### src/rtl/irq_bank_pkg.sv
// Package: shared offsets for the interrupt register bank.
// Assumes a 4-bit word offset; values not listed here are unmapped.
package irq_bank_pkg;
    localparam int unsigned OFS_W = 4;

    typedef enum logic [OFS_W-1:0] {
        OFS_STAT  = 4'd0,
        OFS_SET   = 4'd1,
        OFS_EN    = 4'd2,
        OFS_CSEL  = 4'd3,
        OFS_POL   = 4'd4,
        OFS_TRIG  = 4'd5,
        OFS_MSTAT = 4'd6,
        OFS_VEC   = 4'd7,
        OFS_VCFG  = 4'd8
    } reg_ofs_e;
endpackage

### src/rtl/irq_status_core.sv
// Module: irq_status_core
// Holds the status word and the level shadow. Also samples the request lines
// for transitions. Line n maps to status bit N-1-n. Within one cycle, software
// writes are applied first and line events second.
// Assumes irq_in is synchronous to clk.
module irq_status_core #(
    parameter int unsigned N = 32
) (
    input  logic         clk,
    input  logic         rst_n,
    input  logic [N-1:0] irq_in,
    input  logic [N-1:0] trig,
    input  logic         clr_we,
    input  logic         set_we,
    input  logic [N-1:0] wdata,
    output logic [N-1:0] status_q,
    output logic [N-1:0] status_nxt
);
    logic [N-1:0] line_map;
    logic [N-1:0] line_q;
    logic [N-1:0] shadow_q;
    logic [N-1:0] shadow_nxt;
    logic [N-1:0] line_chg;
    logic [N-1:0] line_rise;
    logic [N-1:0] keep_bits;

    // Bit reversal: line n drives status bit N-1-n.
    genvar g;
    generate
        for (g = 0; g < N; g++) begin : g_map
            assign line_map[N-1-g] = irq_in[g];
        end
    endgenerate

    assign line_chg  = line_map ^ line_q;
    assign line_rise = line_map & ~line_q;
    // Shadow bits that a clear write must restore this cycle.
    assign keep_bits = shadow_q & ~(~trig & line_chg);

    // Next status: software clear/set first, then line events per bit.
    always_comb begin
        status_nxt = status_q;
        shadow_nxt = shadow_q;
        if (clr_we) begin
            status_nxt = (status_nxt & ~wdata) | shadow_q;
        end
        if (set_we) begin
            status_nxt = status_nxt | wdata;
        end
        for (int b = 0; b < N; b++) begin
            if (trig[b]) begin
                status_nxt[b] = status_nxt[b] | line_rise[b];
            end else if (line_chg[b]) begin
                status_nxt[b] = line_map[b];
                shadow_nxt[b] = line_map[b];
            end
        end
    end

    // State registers: status, shadow and previous line sample.
    always_ff @(posedge clk) begin
        if (!rst_n) begin
            status_q <= '0;
            shadow_q <= '0;
            line_q   <= '0;
        end else begin
            status_q <= status_nxt;
            shadow_q <= shadow_nxt;
            line_q   <= line_map;
        end
    end

    AST_LEVEL_RESTORE: assert property (@(posedge clk) disable iff (!rst_n)
        clr_we |=> ((status_q & $past(keep_bits)) == $past(keep_bits)));

    AST_EDGE_STICKY: assert property (@(posedge clk) disable iff (!rst_n)
        !clr_we |=> ((status_q & $past(status_q & trig)) == $past(status_q & trig)));
endmodule

### src/rtl/irq_vector_unit.sv
// Module: irq_vector_unit
// Turns the pending critical bits into a vector: base plus STEP times an index.
// With dir_desc low, the index is the lowest pending bit. With dir_desc high,
// it is N-1 minus the highest pending bit. The result is zero when nothing is
// pending. Purely combinational.
module irq_vector_unit #(
    parameter int unsigned N    = 32,
    parameter int unsigned STEP = 512
) (
    input  logic [N-1:0] crit_bits,
    input  logic [N-1:0] base,
    input  logic         dir_desc,
    output logic [N-1:0] vec
);
    localparam int unsigned IDXW = $clog2(N);
    localparam logic [N-1:0] STEP_V = N'(STEP);

    logic [IDXW-1:0] idx;

    // Priority scan; the last match in loop order wins.
    always_comb begin
        idx = '0;
        if (dir_desc) begin
            for (int i = 0; i < N; i++) begin
                if (crit_bits[i]) idx = IDXW'(N - 1 - i);
            end
        end else begin
            for (int i = N - 1; i >= 0; i--) begin
                if (crit_bits[i]) idx = IDXW'(i);
            end
        end
    end

    // Vector arithmetic, forced to zero when no critical bit is pending.
    always_comb begin
        if (crit_bits == '0) vec = '0;
        else                 vec = base + (N'(idx) * STEP_V);
    end
endmodule

### src/rtl/irq_router_bank.sv
// Module: irq_router_bank
// Register bank of the dual-output interrupt controller. It decodes the
// register port, keeps the configuration words and registers both outputs and
// the vector from next-state values. A write or line change is therefore seen
// at the outputs from the clock edge that samples it.
// Assumes single-cycle write strobes; reads are combinational.
module irq_router_bank
    import irq_bank_pkg::*;
#(
    parameter int unsigned N      = 32,
    parameter int unsigned STEP   = 512,
    parameter bit          VEC_EN = 1'b1
) (
    input  logic             clk,
    input  logic             rst_n,
    input  logic [N-1:0]     irq_in,
    input  logic [OFS_W-1:0] reg_addr,
    input  logic [N-1:0]     reg_wdata,
    input  logic             reg_wr,
    input  logic             reg_rd,
    output logic [N-1:0]     reg_rdata,
    output logic             irq_norm,
    output logic             irq_crit
);
    localparam logic [N-1:0] VCFG_MASK = ~(N'(2));
    localparam logic [N-1:0] BASE_MASK = ~(N'(3));

    logic [N-1:0] enable_q, csel_q, pol_q, trig_q, vcfg_q, vec_q;
    logic [N-1:0] enable_nxt, csel_nxt, vcfg_nxt, vec_nxt;
    logic [N-1:0] status_q, status_nxt;
    logic         we_clr, we_set, we_en, we_csel, we_pol, we_trig, we_vcfg;
    reg_ofs_e     ofs;

    assign ofs     = reg_ofs_e'(reg_addr);
    assign we_clr  = reg_wr && (ofs == OFS_STAT);
    assign we_set  = reg_wr && (ofs == OFS_SET);
    assign we_en   = reg_wr && (ofs == OFS_EN);
    assign we_csel = reg_wr && (ofs == OFS_CSEL);
    assign we_pol  = reg_wr && (ofs == OFS_POL);
    assign we_trig = reg_wr && (ofs == OFS_TRIG);
    assign we_vcfg = reg_wr && (ofs == OFS_VCFG);

    irq_status_core #(.N(N)) u_status (
        .clk        (clk),
        .rst_n      (rst_n),
        .irq_in     (irq_in),
        .trig       (trig_q),
        .clr_we     (we_clr),
        .set_we     (we_set),
        .wdata      (reg_wdata),
        .status_q   (status_q),
        .status_nxt (status_nxt)
    );

    // Next values of the words that feed the outputs.
    always_comb begin
        enable_nxt = we_en   ? reg_wdata : enable_q;
        csel_nxt   = we_csel ? reg_wdata : csel_q;
        vcfg_nxt   = we_vcfg ? (reg_wdata & VCFG_MASK) : vcfg_q;
    end

    // Optional vector unit, chosen by VEC_EN.
    generate
        if (VEC_EN) begin : g_vec
            irq_vector_unit #(.N(N), .STEP(STEP)) u_vec (
                .crit_bits (status_nxt & enable_nxt & csel_nxt),
                .base      (vcfg_nxt & BASE_MASK),
                .dir_desc  (vcfg_nxt[0]),
                .vec       (vec_nxt)
            );
        end else begin : g_novec
            assign vec_nxt = '0;
        end
    endgenerate

    // Configuration words, vector and output flops.
    always_ff @(posedge clk) begin
        if (!rst_n) begin
            enable_q <= '0;
            csel_q   <= '0;
            pol_q    <= '0;
            trig_q   <= '0;
            vcfg_q   <= '0;
            vec_q    <= '0;
            irq_norm <= 1'b0;
            irq_crit <= 1'b0;
        end else begin
            enable_q <= enable_nxt;
            csel_q   <= csel_nxt;
            vcfg_q   <= vcfg_nxt;
            vec_q    <= vec_nxt;
            if (we_pol)  pol_q  <= reg_wdata;
            if (we_trig) trig_q <= reg_wdata;
            irq_norm <= |(status_nxt & enable_nxt & ~csel_nxt);
            irq_crit <= |(status_nxt & enable_nxt & csel_nxt);
        end
    end

    // Read multiplexer; zero when no read strobe or unmapped offset.
    always_comb begin
        reg_rdata = '0;
        if (reg_rd) begin
            case (ofs)
                OFS_STAT, OFS_SET: reg_rdata = status_q;
                OFS_EN:            reg_rdata = enable_q;
                OFS_CSEL:          reg_rdata = csel_q;
                OFS_POL:           reg_rdata = pol_q;
                OFS_TRIG:          reg_rdata = trig_q;
                OFS_MSTAT:         reg_rdata = status_q & enable_q;
                OFS_VEC:           reg_rdata = VEC_EN ? vec_q : '0;
                OFS_VCFG:          reg_rdata = VEC_EN ? vcfg_q : '0;
                default:           reg_rdata = '0;
            endcase
        end
    end

    AST_NORM_OUT: assert property (@(posedge clk) disable iff (!rst_n)
        irq_norm == |(status_q & enable_q & ~csel_q));

    AST_CRIT_OUT: assert property (@(posedge clk) disable iff (!rst_n)
        irq_crit == |(status_q & enable_q & csel_q));

    AST_VEC_IDLE: assert property (@(posedge clk) disable iff (!rst_n)
        !irq_crit |-> (vec_q == '0));

    AST_RO_WRITE: assert property (@(posedge clk) disable iff (!rst_n)
        (reg_wr && (ofs == OFS_MSTAT || ofs == OFS_VEC)) |=>
        ($stable(enable_q) && $stable(csel_q) && $stable(trig_q) && $stable(vcfg_q)));
endmodule

### config.mk
export PLATFORM = sky130hd
export DESIGN_NAME = irq_router_bank
export DESIGN_NICKNAME = d
export VERILOG_FILES = /design/src/rtl/irq_bank_pkg.sv /design/src/rtl/irq_status_core.sv /design/src/rtl/irq_vector_unit.sv /design/src/rtl/irq_router_bank.sv
export SDC_FILE = /design/constraint.sdc
export NUM_CORES = 1
export LEC_CHECK = 0
export ABC_CLOCK_PERIOD_IN_PS = 6100
export BUFFER_PORTS_ARGS = -buffer_cell sky130_fd_sc_hd__buf_2
export CAP_MARGIN = 0
export CORE_MARGIN = 2
export CORE_UTILIZATION = 30
export CTS_CLUSTER_SIZE = 8
export DETAILED_ROUTE_END_ITERATION = 12
export PLACE_DENSITY_LB_ADDON = 0.2
export SETUP_SLACK_MARGIN = 0.05
export SLEW_MARGIN = 20
export SYNTH_ARGS = -nofsm -noshare
export SYNTH_HDL_FRONTEND = slang
export SYNTH_SLANG_ARGS = --single-unit
export TNS_END_PERCENT = 10
### constraint.sdc
create_clock -name clk -period 6.1 [get_ports clk]
set_input_delay 1.525 -clock clk [delete_from_list [all_inputs] [get_ports clk]]
set_output_delay 1.525 -clock clk [all_outputs]
set_load 0.01 [all_outputs]
== After elaboration in Yosys (flattened, before gate mapping) ==
Index checks and enable logic that the tools add are counted.
Word-level totals
  word-level logic and storage cells: 309
  output and inout port bits: 34
  input port bits: 72
  register bits after elaboration: 289
Cells by class
  mux-type cells: 136
  $add $sub $neg: 1
  reductions and logical operators: 45
  equal/unequal tests: 8
  bitwise operators: 77
Operators with widths (number)
  $mux W5: 65
  $pmux W32 S8: 1
  $and A32 B32 Y32: 6
  $mux W32: 6
  $not A32 Y32: 3
  $mux W1: 64
  $or A32 B32 Y32: 2
  $reduce_and A2 Y1: 32
  $reduce_or A32 Y1: 2
  $not A1 Y1: 33
  $add A32 B14 Y32: 1
  $logic_not A32 Y1: 1
  $or A1 B1 Y1: 32
  $xor A32 B32 Y32: 1
  $eq A4 B3 Y1 const B: 4
  $eq A4 B2 Y1 const B: 2
  $logic_and A1 B1 Y1: 7
  $eq A4 B1 Y1 const B: 1
  $eq A4 B4 Y1 const B: 1
  $logic_not A4 Y1: 1
  $reduce_or A2 Y1: 2

== Logic depth before layout (Yosys ltp) ==
  depth in word-level cells: 44
  depth in mapped cells: 24
  depth with buffers taken out: 20

== Hierarchy ==
From an unflattened synthesis, not the netlist that was laid out.
Second synthesis, totals
  cells, all modules: 2035
  area, all modules: 16458.3 um^2
Modules (own cells, without submodules)
  irq_router_bank: cells each 1169, times used 1, area an instance 9520.4 um^2, sequential area each 3863.7 um^2
  irq_status_core: cells each 630, times used 1, area an instance 5481.5 um^2, sequential area each 1921.8 um^2
  irq_vector_unit: cells each 236, times used 1, area an instance 1456.4 um^2, sequential area each 0.0 um^2

== Least setup slack after synthesis ==
OpenSTA, ideal clock, no wires.
  kind: input to register
  start: input reg_addr[2]
  end: register vec_q[31]
  arrival time: 6.022 ns
  setup slack: -0.037 ns
  setup time: 0.115 ns
  stages: 20
  buffers on the path: 2
  required time: 5.985 ns
  cells stage by stage: or3b_1 > buf_6 > o311a_1 > o221a_2 > or3_1 > clkbuf_1 > o211a_1 > a221o_1 > a2111o_1 > o211ai_1 > ha_1 > fa_1 > a21o_1 > a21oi_1 > o21ba_2 > a2111o_1 > or2_2 > nor3_1 > xor2_1 > nor2_2
On the way
  word-level cells in the longest chain between the ends: 43
  elaborated cells between the ends (all ways): 182
  those cells by class: add/sub: 1; eq/ne: 4; mux: 134; bitwise: 35; reduce/logical: 8
RTL lines
  start, declared: line irq_router_bank.sv:17  | input logic [OFS_W-1:0] reg_addr,
  $logic_not A4 Y1: line irq_router_bank.sv:35  | assign we_clr = reg_wr && (ofs == OFS_STAT);
  $logic_and A1 B1 Y1: line irq_router_bank.sv:35
  $mux W32: line irq_status_core.sv:44  | if (clr_we) begin
  $or A32 B32 Y32: line irq_status_core.sv:48  | status_nxt = status_nxt | wdata;
  $mux W32: line irq_status_core.sv:47  | if (set_we) begin
  $mux W1 / $or A1 B1 Y1 (equally long branches): line irq_status_core.sv:53, irq_status_core.sv:52
  $mux W1: line irq_status_core.sv:51  | if (trig[b]) begin
  $and A32 B32 Y32 (2 in series): line irq_router_bank.sv:66  | .crit_bits (status_nxt & enable_nxt & csel_nxt),
  $mux W5 (on tied branches) (32 in series): line irq_vector_unit.sv:29, irq_vector_unit.sv:25
  $mux W5: line irq_vector_unit.sv:23  | if (dir_desc) begin
  $add A32 B14 Y32: line irq_vector_unit.sv:37  | else vec = base + (N'(idx) * STEP_V);
  end signal, assigned: line irq_router_bank.sv:91  | vec_q <= vec_nxt;
  end, declared: line irq_router_bank.sv:28  | logic [N-1:0] enable_q, csel_q, pol_q, trig_q, vcfg_q, vec_q;
Several ways; a longest one is shown, not always the timed one.
A chain may end at the register's enable or synchronous reset.

== Worst setup path after layout ==
Ends and elaborated chain as after synthesis.

==> key figures <==
Run status
  – Run status: finished clean

Logic synthesis
  – Post-synthesis sequential area ratio: 36.1%
  – Number of enable flip-flop cells after synthesis: 0
  – Number of storage elements in the synthesis netlist: 287
  – Cell types with the highest counts after synthesis: dfxtp_1 (287), nand2_1 (266), nor2_1 (202)
  – Share of synthesized flip-flops with an asynchronous set or reset: 0%
  – Post-synth top area cell: dfxtp_1
  – Yosys warning total: 0
  – Most instantiated flip-flop cell in the synthesis netlist: dfxtp_1
  – Cell variety after synth: 93
  – Netlist area before placement: 0.0159 mm²
  – Cells after Synth: 1992
  – Fraction of synthesized cell area taken by the top area cell type: 36.1%
  – Post-synthesis average cell area: roughly 8 µm²
  – Most frequent cell after synthesis: dfxtp_1
  – Post-synth net total: between 2k and 2.5k
  – Main area contributors after synthesis: dfxtp_1 (36%), nand2_1 (6.3%), mux2i_1 (4.8%)

Placement
  – Final weighted congestion in routability-driven placement: about 0.95
  – Post-detail-place hpwl: approximately 47000 µm
  – Area of placed instances: approximately 0.019 mm²
  – Placed Instances: 2877
  – Port-buffer cells: about 110

Power
  – Clock share of power: 45.6%
  – Part of the power in combinational logic: 12.7%
  – Final Total Pwr: 4.76 mW
  – Switching part of the total power: about 27%
  – Seq pwr share: between 40% and 50%
  – Pwr Density: ~240 mW/mm²
  – Leakage: between 7 and 8 nW
  – Cell internal pwr: approximately 3.5 mW
  – Switching component of the power: roughly 1.3 mW
  – Maximum ir drop on the vdd rail: around 0.17 mV

Setup path
  – Cell chain of the critical path: buf_2, buf_4, nor3b_4, buf_12, buf_4, a31oi_1, nor4_1, buf_4, or4_1, nand3_1, a221o_1, a2111o_1, o211ai_1, ha_2, fa_1, a21o_1, a21oi_1, o21ba_2, a2111o_1, or2_4, nor3_2, xor2_1, nor2_2
  – Count of buffer and inverter cells on the critical path: 5
  – Kind of cell adding the most delay to the critical path: compound AO/OA/AOI/OAI gates
  – Capturing element type of the critical path: register
  – Critical path type: in2reg
  – Most numerous cell on the critical path: buf_4
  – Critical path launch point type: input port
  – Critical path fanouts, max: 18
  – Cell at the slowest stage of the critical path: nor4_1
  – Worst endpoint data arrival time: between 6 and 7 ns
  – Crit-path max cell delay: roughly 0.47 ns
  – Crit path required time: roughly 6.5 ns

Floorplanning
  – Total core area: 0.0526 mm²
  – Chip Height: roughly 230 µm
  – Number of rows created at floorplan: 84
  – Horizontal die dimension: 234 µm
  – Area of the die: roughly 0.055 mm²
  – Total I/O pin count: ~110
  – Starting Density: 30.3%

Layout
  – Total non-filler cell area in the finished layout: 0.0198 mm²
  – Synthesis-to-layout area growth: 24.7%
  – Share of final-layout standard cells stronger than drive strength 1: 21.2%
  – Nets@finish: approximately 2.3k
  – Number of standard cells in the final layout excluding fillers: approximately 3k
  – Final core utilization: 37.8%

Detailed routing
  – Aggregate routed wire length: about 66000 µm
  – Remaining antenna violation count: 0
  – DRC: 0
  – Drt pass-1 iters: 8
  – First DRT Iteration DRCs: around 1.3k
  – Routed WL per cell: roughly 22 µm
  – Ratio of routed vias to standard cells: 5.51
  – Via count of the routed design: about 16k

Timing
  – Fraction of the cycle the final worst path needs: a little over nine tenths
  – Tightest Pin Transition: about 0.92 ns
  – Skew final: roughly 0.020 ns
  – Number of pins with negative max-slew slack in the final report: 0
  – Final sum of negative setup slack: 0 ns
  – RSZ-0062 raised after global routing: false
  – Max_slew headroom: between 30% and 40%
  – Maximum clock frequency: approximately 0.17 GHz
  – Endpoints failing setup: 0
  – Min Tclk post-route: approximately 5.9 ns
  – Hold Vio Cnt, Final: 0

Global routing
  – Number of antenna violations at the first check in global routing: 0
  – First-pass GRT wire length: about 98000 µm
  – Total congestion overflow: 0
  – Overall global routing resource usage: a little under a quarter
  – Maximum number of pins on one net before global-route repair: roughly 100
  – Number of global-route vias before repair: between 15k and 20k

Clock network
  – Clock latency reported for the late side of the worst-skew pair: between 0.5 and 0.6 ns
  – Depth of the CTS H-tree: 2
  – Number of CTS-inserted buffers: 42
  – Hold-fix buffers, CTS: 0
  – Clk buf depth: 3
  – Total of cells resized after clock tree synthesis: 0
  – CTS tree: yes
  – Sink count of the clock tree: ~290
  – Clock transition at path regs: around 0.05 ns
  – Root cell of the clock tree: clkbuf_16
  – Total setup buffers inserted after CTS: 0

Worst hold path
  – Min-delay worst type: reg2reg

Run
  – Count of max-cap constraint violations: 0
==> sequential cells by signal (all words and copies together) (netlist names) <==
name               cells
vec_q                 30
u_status.shadow_q     32
irq_norm               1
csel_q                32
vcfg_q                31
u_status.status_q     32
trig_q                32
u_status.line_q       32
pol_q                 32
enable_q              32
irq_crit               1
==> power groups by stage <==
stage	sequential [mW]	clock, mW	combinational (mW)
finish	1.98	2.17	0.606
global route	1.99	2.29	0.660
CTS	1.98	2.22	0.600
detailed placement	2.02	0	0.597
global placement	2.02	0	0.588
floorplan	2.00	0	0.336
==> logic make-up after synthesis <==
| kind of cell | Yosys count | synth area share (%) |
|---|---|---|
| adder cells (fa/ha/maj) | 38 | 3.03 |
| flip-flops | 287 | 36.1 |
| multiplexers | 85 | 5.42 |
| AO/OA/AOI/OAI | 592 | 25.9 |
| AND/OR/NAND/NOR | 758 | 22.5 |
| XOR/XNOR | 19 | 1.05 |
| buffers and inverters | 213 | 6.01 |
==> cell type report <==
cell class | count | area, µm²
Fill cell | 5424 | 32700
Multi-Input combinational cell | 1492 | 9330
Sequential cell | 287 | 5750
Timing Repair Buffer | 337 | 2450
Clock buffer | 53 | 1170
Tap cell | 688 | 861
Inverter | 73 | 279
Antenna cell | 2 | 5.00
==> stage by stage <==
step                      setup slack [ns]  hold WS (ns)
after detailed placement            -0.383         0.449
final                                0.243         0.454
after global placement              -0.413         0.442
after CTS                            0.185         0.456
after floorplan                     0.0638         0.436
after global routing                0.0585         0.475
==> worst register-to-register path: cells and delay by family (launching register included) <==
kind	cells	cell delay [ns]
buffers and inverters	1	0.04
and+or+nand+nor	5	0.84
adders and majority gates	3	0.72
xor gates and xnor gates	1	0.21
DFF	1	0.31
AOI/OAI and AO/OA	10	2.65
==> metal layers <==
layer / routed length [µm] / vias to the layer above / global-route usage (%)
met3: 4530 / 123 / 4.99
met2: 30300 / 505 / 39.1
met4: 2030 / 0 / 7.80
met1: 28700 / 7842 / 31.0
li1: - / 7693 / -
met5: 0 / - / 0
==> final timing paths <==
path / cells after the start / endpoint / startpoint / slack (ns)
worst max-delay path: 23 / vec_q[31] / reg_addr[2] / 0.24
worst min-delay path: 2 / pol_q[24] / pol_q[24] / 0.45
worst max register to register: 20 / vec_q[31] / u_status.line_q[5] / 1.20
worst min register to register: 2 / pol_q[24] / pol_q[24] / 0.45
==> cells in the final DEF, fill, tap and decap left out, types with 17 or more instances in the layout <==
| master | netlist | layout |
|---|---|---|
| a21o_1 | 26 | 26 |
| a21oi_1 | 149 | 149 |
| a221oi_1 | 30 | 30 |
| a22o_1 | 32 | 32 |
| a22oi_1 | 38 | 38 |
| a311oi_1 | 17 | 17 |
| a31oi_1 | 54 | 54 |
| and2_1 | 62 | 63 |
| and3_1 | 17 | 17 |
| buf_2 | 11 | 105 |
| buf_4 | 12 | 217 |
| clkbuf_16 | 0 | 45 |
| dfxtp_1 | 287 | 287 |
| ha_1 | 37 | 36 |
| inv_1 | 71 | 71 |
| mux2i_1 | 76 | 76 |
| nand2_1 | 266 | 264 |
| nand2b_1 | 23 | 23 |
| nand3_1 | 41 | 41 |
| nor2_1 | 202 | 196 |
| nor3_1 | 41 | 36 |
| o21ai_0 | 82 | 82 |
| o31ai_1 | 19 | 17 |
Note: power is estimated with default switching activity, not from simulation.
